File: src/rtl/drm_pkg.sv
`timescale 1ns/1ps
package drm_pkg;
   localparam int NRING   = 2;
   localparam int RING_TX = 0;
   localparam int RING_RX = 1;

   localparam logic [1:0] W_BUF  = 2'd0;
   localparam logic [1:0] W_CTL  = 2'd1;
   localparam logic [1:0] W_LEN  = 2'd2;
   localparam logic [1:0] W_DONE = 2'd3;

   localparam int OWN_BIT = 15;
   localparam int ENP_BIT = 8;
   localparam logic [15:0] OWN_MASK = 16'h8000;
   localparam logic [15:0] ERR_WORD = 16'hC000;

   typedef enum logic [2:0] {
      ST_IDLE, ST_RD_CTL, ST_RD_BUF, ST_RD_LEN,
      ST_XFER, ST_PEEK, ST_WR_DONE, ST_WR_CTL
   } seq_t;
endpackage

File: src/rtl/drm_ring_ptr.sv
`timescale 1ns/1ps
module drm_ring_ptr #(
   parameter int AW  = 24,
   parameter int IW  = 7,
   parameter int LNW = 3
) (
   input  logic            clk,
   input  logic            rst_n,
   input  logic [AW-3:0]   base,
   input  logic [LNW-1:0]  log2n,
   input  logic            advance,
   output logic [AW-3:0]   cur_ent,
   output logic [AW-3:0]   nxt_ent
);
   logic [IW-1:0] idx, nidx, mask;

   always_comb begin
      for (int i = 0; i < IW; i++)
         mask[i] = (i < int'(log2n));
   end

   assign nidx    = (idx + IW'(1)) & mask;
   assign cur_ent = base + {{(AW-2-IW){1'b0}}, idx};
   assign nxt_ent = base + {{(AW-2-IW){1'b0}}, nidx};

   always_ff @(posedge clk or negedge rst_n) begin
      if (!rst_n)       idx <= '0;
      else if (advance) idx <= nidx;
   end
endmodule

File: src/rtl/drm_pend.sv
`timescale 1ns/1ps
module drm_pend (
   input  logic clk,
   input  logic rst_n,
   input  logic set,
   input  logic clr,
   output logic pend
);
   always_ff @(posedge clk or negedge rst_n) begin
      if (!rst_n) pend <= 1'b0;
      else        pend <= set | (pend & ~clr);
   end
endmodule

File: src/rtl/drm_ring_mgr.sv
`timescale 1ns/1ps
module drm_ring_mgr #(
   parameter int AW        = 24,
   parameter int MAX_LOG2N = 7,
   localparam int LNW      = $clog2(MAX_LOG2N + 1)
) (
   input  logic            clk,
   input  logic            rst_n,
   input  logic [AW-3:0]   cfg_tx_base,
   input  logic [LNW-1:0]  cfg_tx_log2n,
   input  logic [AW-3:0]   cfg_rx_base,
   input  logic [LNW-1:0]  cfg_rx_log2n,
   input  logic            poll_tick,
   input  logic            tx_demand,
   output logic            mem_req,
   output logic            mem_we,
   output logic [AW-1:0]   mem_addr,
   output logic [15:0]     mem_wdata,
   input  logic            mem_gnt,
   input  logic [15:0]     mem_rdata,
   output logic            dp_valid,
   output logic            dp_ring,
   output logic [15:0]     dp_addr,
   output logic [15:0]     dp_len,
   output logic            dp_last,
   input  logic            dp_done
);
   import drm_pkg::*;

   localparam int IW = MAX_LOG2N;

   if (MAX_LOG2N < 1 || MAX_LOG2N > 7) begin : g_bad_depth
      $error("MAX_LOG2N must lie in 1..7");
   end
   if (AW < IW + 3) begin : g_bad_aw
      $error("AW too narrow for the ring index");
   end

   seq_t          st;
   logic          cur;
   logic [15:0]   ctl_r, buf_r, len_r;
   logic          err_r, chain_r;

   logic [AW-3:0]  base_a [NRING];
   logic [LNW-1:0] ln_a   [NRING];
   logic [AW-3:0]  ent_a  [NRING];
   logic [AW-3:0]  nent_a [NRING];
   logic [NRING-1:0] pend_a, adv_a, clr_a, set_a;

   logic sel, take;
   assign take = |pend_a;
   assign sel  = pend_a[RING_TX] ? 1'b0 : 1'b1;

   assign base_a[RING_TX] = cfg_tx_base;
   assign base_a[RING_RX] = cfg_rx_base;
   assign ln_a[RING_TX]   = cfg_tx_log2n;
   assign ln_a[RING_RX]   = cfg_rx_log2n;

   for (genvar r = 0; r < NRING; r++) begin : g_ring
      if (r == RING_TX) begin : g_trig_tx
         assign set_a[r] = poll_tick | tx_demand;
      end else begin : g_trig_rx
         assign set_a[r] = poll_tick;
      end

      assign clr_a[r] = (st == ST_IDLE) && take && (sel == 1'(r));
      assign adv_a[r] = (st == ST_WR_CTL) && mem_gnt && (cur == 1'(r));

      drm_pend u_pend (
         .clk  (clk),
         .rst_n(rst_n),
         .set  (set_a[r]),
         .clr  (clr_a[r]),
         .pend (pend_a[r])
      );

      drm_ring_ptr #(.AW(AW), .IW(IW), .LNW(LNW)) u_ptr (
         .clk    (clk),
         .rst_n  (rst_n),
         .base   (base_a[r]),
         .log2n  (ln_a[r]),
         .advance(adv_a[r]),
         .cur_ent(ent_a[r]),
         .nxt_ent(nent_a[r])
      );
   end

   // address and request decode
   logic [AW-3:0] ebase;
   logic [1:0]    wsel;
   always_comb begin
      ebase     = ent_a[cur];
      wsel      = W_CTL;
      mem_req   = 1'b1;
      mem_we    = 1'b0;
      mem_wdata = '0;
      unique case (st)
         ST_RD_CTL:  wsel = W_CTL;
         ST_RD_BUF:  wsel = W_BUF;
         ST_RD_LEN:  wsel = W_LEN;
         ST_PEEK: begin
            ebase = nent_a[cur];
            wsel  = W_CTL;
         end
         ST_WR_DONE: begin
            wsel      = W_DONE;
            mem_we    = 1'b1;
            mem_wdata = err_r ? ERR_WORD : 16'h0000;
         end
         ST_WR_CTL: begin
            wsel      = W_CTL;
            mem_we    = 1'b1;
            mem_wdata = ctl_r & ~OWN_MASK;
         end
         default:    mem_req = 1'b0;
      endcase
   end
   assign mem_addr = {ebase, wsel};

   assign dp_valid = (st == ST_XFER);
   assign dp_ring  = cur;
   assign dp_addr  = buf_r;
   assign dp_len   = len_r;
   assign dp_last  = ctl_r[ENP_BIT];

   // sequencer
   always_ff @(posedge clk or negedge rst_n) begin
      if (!rst_n) begin
         st      <= ST_IDLE;
         cur     <= 1'b0;
         ctl_r   <= '0;
         buf_r   <= '0;
         len_r   <= '0;
         err_r   <= 1'b0;
         chain_r <= 1'b0;
      end else begin
         unique case (st)
            ST_IDLE: if (take) begin
               cur <= sel;
               st  <= ST_RD_CTL;
            end
            ST_RD_CTL: if (mem_gnt) begin
               ctl_r <= mem_rdata;
               st    <= mem_rdata[OWN_BIT] ? ST_RD_BUF : ST_IDLE;
            end
            ST_RD_BUF: if (mem_gnt) begin
               buf_r <= mem_rdata;
               st    <= ST_RD_LEN;
            end
            ST_RD_LEN: if (mem_gnt) begin
               len_r <= mem_rdata;
               st    <= ST_XFER;
            end
            ST_XFER: if (dp_done) begin
               if (ctl_r[ENP_BIT]) begin
                  err_r   <= 1'b0;
                  chain_r <= 1'b0;
                  st      <= ST_WR_DONE;
               end else begin
                  st      <= ST_PEEK;
               end
            end
            ST_PEEK: if (mem_gnt) begin
               err_r   <= ~mem_rdata[OWN_BIT];
               chain_r <=  mem_rdata[OWN_BIT];
               st      <= ST_WR_DONE;
            end
            ST_WR_DONE: if (mem_gnt) st <= ST_WR_CTL;
            ST_WR_CTL:  if (mem_gnt) st <= chain_r ? ST_RD_CTL : ST_IDLE;
            default: st <= ST_IDLE;
         endcase
      end
   end
endmodule

File: config.mk
export PLATFORM = sky130hd
export DESIGN_NAME = drm_ring_mgr
export DESIGN_NICKNAME = d
export VERILOG_FILES = /design/src/rtl/drm_pkg.sv /design/src/rtl/drm_ring_ptr.sv /design/src/rtl/drm_pend.sv /design/src/rtl/drm_ring_mgr.sv
export SDC_FILE = /design/constraint.sdc
export NUM_CORES = 1
export LEC_CHECK = 0
export BUFFER_PORTS_ARGS = -buffer_cell sky130_fd_sc_hd__buf_2
export CAP_MARGIN = 20
export CORE_ASPECT_RATIO = 1.5
export CORE_MARGIN = 2
export CORE_UTILIZATION = 49
export CTS_CLUSTER_SIZE = 14
export DETAILED_ROUTE_END_ITERATION = 6
export GPL_TIMING_DRIVEN = 0
export MAX_ROUTING_LAYER = met4
export PLACE_DENSITY = 0.78
export SETUP_SLACK_MARGIN = 0.5
export SYNTH_ARGS = -nofsm -noshare
export SYNTH_HDL_FRONTEND = slang
export SYNTH_SLANG_ARGS = --single-unit
File: constraint.sdc
create_clock -name clk -period 3.4 [get_ports clk]
set_clock_uncertainty 0.2 [all_clocks]
set_input_delay 0.68 -clock clk [delete_from_list [all_inputs] [get_ports clk]]
set_output_delay 0.68 -clock clk [all_outputs]
set_load 0.01 [all_outputs]
==> impl_metrics.csv <==
group,metric,value,unit
worst_setup_path,path_max_fanout,5,
synth,syn_area_per_cell,9.68,um2
clock_tree,cts.sinks,69,
timing,hold_violations,0,
placed_design,io_buffers,146,
global_routing,overflow,0,
synth,synth_most_common_cell,"dfrtp_1",
cells_and_area,layout.cells.non_filler,923,
power,intPower,3.48,mW
timing,fin_crit_sh,118,%
power,ir_drop,0.616,mV
power,switching_share,38.8,%
worst_setup_path,critPathCapture,"mem_addr[21]",
power,power.density_cell_area,718,nW/um2
timing,tightest_slew,0.868,ns
cells_and_area,multiInputGateArea,4210,um2
timing,slew_viol_final,0,
worst_setup_path,critPathLaunchType,"flop",
worst_setup_path,crit_type,"reg2out",
placed_design,gp_congestion,0.918,
synth,synth_top_cell_area_share,31.9,%
global_routing,grt_pass1_wl,25100,um
power,p_seq_share,24.6,%
clock_tree,clock_latency,0.33,ns
die,core,10900,um2
global_routing,first_global_vias,5390,
worst_setup_path,cp.arrival,3.13,ns
worst_setup_path,cp-startpoint,"g_ring[0].u_ptr.idx[1]",
clock_tree,clk_pin_slew,0.05,ns
power,share_comb_of_total_power,57.6,%
cells_and_area,drive_gt1_share,53.7,%
synth,yosysTopAreaCell,"dfrtp_1",
worst_setup_path,crit_chain,"ha_4 -> and3_4 -> nand3_2 -> xor2_1 -> nor3b_2 -> ha_4 -> or2_2 -> a21oi_2 -> a2111oi_4 -> a221oi_1 -> o22ai_2 -> buf_2",
worst_setup_path,crit_slowest_cell,"dfrtp_1",
route,routed_via_density,5.69,
synth,yosysWarnings,0,
clock_tree,numCtsBuffers,9,
global_routing,grt_max_degree,70,
timing,period_needed,4.01,ns
route,ant_nets,0,
worst_setup_path,crit_top_cell,"ha_4",
worst_hold_path,hp-class,"in2async",
status,failed_checks,"negative setup slack",
timing,fmax,249,MHz
synth,ys.flop_type,"dfrtp_1",
cells_and_area,syn_to_final_growth,46.6,%
timing,tns,-8.78,ns
timing,relSlewSlack,42.2,%
worst_setup_path,max_stage_delay,0.42,ns
worst_setup_path,r2r-end,"ctl_r[8]",
synth,syn_inst,559,
clock_tree,cts_root_buf,"clkbuf_16",
worst_setup_path,r2r_setup_slack,1.09,ns
global_routing,antenna_found_initial,0,
clock_tree,cts-hold-fix-buffers,0,
power,switching_power,2.21,mW
route,first_iter_violations,249,
die,fp-row-count,47,
timing,finalSetupViolCount,20,
worst_setup_path,worstSetupEndpointType,"output pin",
placed_design,dp.cells,852,
die,io_pins,149,
die,die-area,11900,um2
synth,synthTopCellsByCount,"dfrtp_1 (69), mux2_2 (60), nor2_1 (32), ha_1 (30)",
status,run_status,"finished, violations left",
route,firstDrtPassIters,4,
clock_tree,cts_tree,"built",
synth,synth.distinct_cells,67,
synth,synth-seq-area-share,31.9,%
synth,synth.area.top_cells,"dfrtp_1 (32%), mux2_2 (12%), ha_1 (6.9%)",
cells_and_area,fin_nets,877,
synth,synth-seq-cells,69,
worst_setup_path,rr_worst_depth,6,
die,die_h,133,um
job,max_cap_viol_count,0,
placed_design,place_area,6450,um2
synth,async_flop_share,100,%
placed_design,place_ws,-0.554,ns
worst_setup_path,required,2.52,ns
synth,synth_edf_count,0,
cells_and_area,n_antenna_cell,0,
route,drc,0,
route,routed_wl,16900,um
cells_and_area,seqCellArea,1730,um2
route,vias,5252,
clock_tree,htreeDepth,3,
worst_setup_path,r2r-start,"st[2]",
die,dieWidth,89.8,um
power,p_leak,3.52,nW
synth,syn_nets,665,
timing,rsz0062_at_grt,"true",
global_routing,grt_use_total,26.7,%
timing,worst_slack,-0.611,ns
power,pwr-share-clk,17.8,%
route,wl_per_cell,18.3,um
die,initial_core_util,49.7,%
cells_and_area,fillers,788,
clock_tree,cts_buffer_depth,2,
placed_design,dp_hpwl,11700,um
synth,synthesis.area,5410,um2
cells_and_area,final_area,7930,um2
## final cells by class
class                   instances  share of cell area, %
repair buffers                201                   16.2
inverters                      18                  0.852
flip-flops and latches         69                   21.9
clock inverters                 5                   1.04
well taps                     147                   2.32
clock buffers                  11                   3.06
multi-input cells             451                   53.1
plain buffers                  21                   1.59
## worst min-delay path by stage
| stage | start | endpoint | cells past startpoint | slack (ns) |
|---|---|---|---|---|
| after detailed placement | g_ring[0].u_pend.pend | dp_ring | 1 | 0.28 |
| after global routing | dp_addr[8] | dp_addr[8] | 1 | 0.31 |
| after CTS | rst_n | ctl_r[7] | 1 | 0.29 |
| final | rst_n | dp_len[2] | 1 | 0.27 |
| after global placement | dp_addr[8] | dp_addr[8] | 1 | 0.27 |
| after floorplan | rst_n | chain_r | 0 | 0.18 |
## power by group through the flow
stage,registers (mW),logic [mW],clock network (mW)
CTS,1.40,2.90,1.03
global placement,1.38,2.47,0
floorplan,1.46,1.59,0
finish,1.40,3.28,1.02
detailed placement,1.41,2.55,0
global route,1.44,3.51,1.06
## kinds of logic after synthesis
kind of cell / count (synthesis) / share of synthesized area, %
adder cells (fa/ha/maj): 34 / 8.42
multiplexers: 74 / 15.6
flip-flops: 69 / 31.9
XOR/XNOR: 58 / 9.39
AO/OA/AOI/OAI: 114 / 13.8
buffers and inverters: 39 / 3.28
AND/OR/NAND/NOR: 171 / 17.6
## timing repair
action                                  in CTS  in global routing
pin swaps                                   54                 49
buffers inserted                            32                 23
endpoints found under the setup margin      32                 22
gates resized for setup                     85                 70
## placed cells by master, fill, tap and decap left out, types with 5 or more instances in the layout
cell	instances
a21o_1	6
a21oi_1	17
a21oi_2	10
and2_1	17
and3_1	9
buf_2	141
buf_4	40
buf_6	26
clkbuf_1	7
clkbuf_16	9
dfrtp_1	63
dfrtp_2	6
ha_1	13
ha_4	13
inv_1	17
mux2_2	59
mux2i_1	11
nand2_1	28
nand3_1	15
nand3_2	12
nand4_1	7
nor2_1	21
nor2_2	9
nor3_1	6
o211ai_1	9
o21ai_0	21
xnor2_1	22
xnor2_2	5
xor2_1	23
xor2_2	6
## registers in the layout (all words and copies together) (netlist names)
signal / cells
st: 3
dp_ring: 1
err_r: 1
g_ring.u_pend.pend: 2
dp_addr: 16
ctl_r: 15
chain_r: 1
dp_len: 16
g_ring.u_ptr.idx: 14
## metal layers
metal  GRT usage [%]  routed length [um]
met3            4.67                 808
met5               -                   0
met1            26.2                6120
met4            10.9                 687
met2            51.2                9320
## per-stage QoR
stage | hold slack [ns] | total power, mW | utilization [%]
after CTS | 0.289 | 5.33 | 68.3
after floorplan | 0.184 | 3.05 | -
after global placement | 0.267 | 3.86 | 59.3
after detailed placement | 0.279 | 3.95 | 59.3
final | 0.271 | 5.69 | 72.9
after global routing | 0.313 | 6.01 | 72.9
## worst max-delay path, delay by kind of cell (launching register included)
| family | cells | cell delay (ns) |
|---|---|---|
| simple gates | 4 | 0.90 |
| fa+ha+maj | 2 | 0.44 |
| flops | 1 | 0.42 |
| compound gates | 4 | 0.72 |
| xor+xnor | 1 | 0.16 |
| buf+inv | 1 | 0.16 |
No activity file was read; power rests on OpenSTA's default activity.
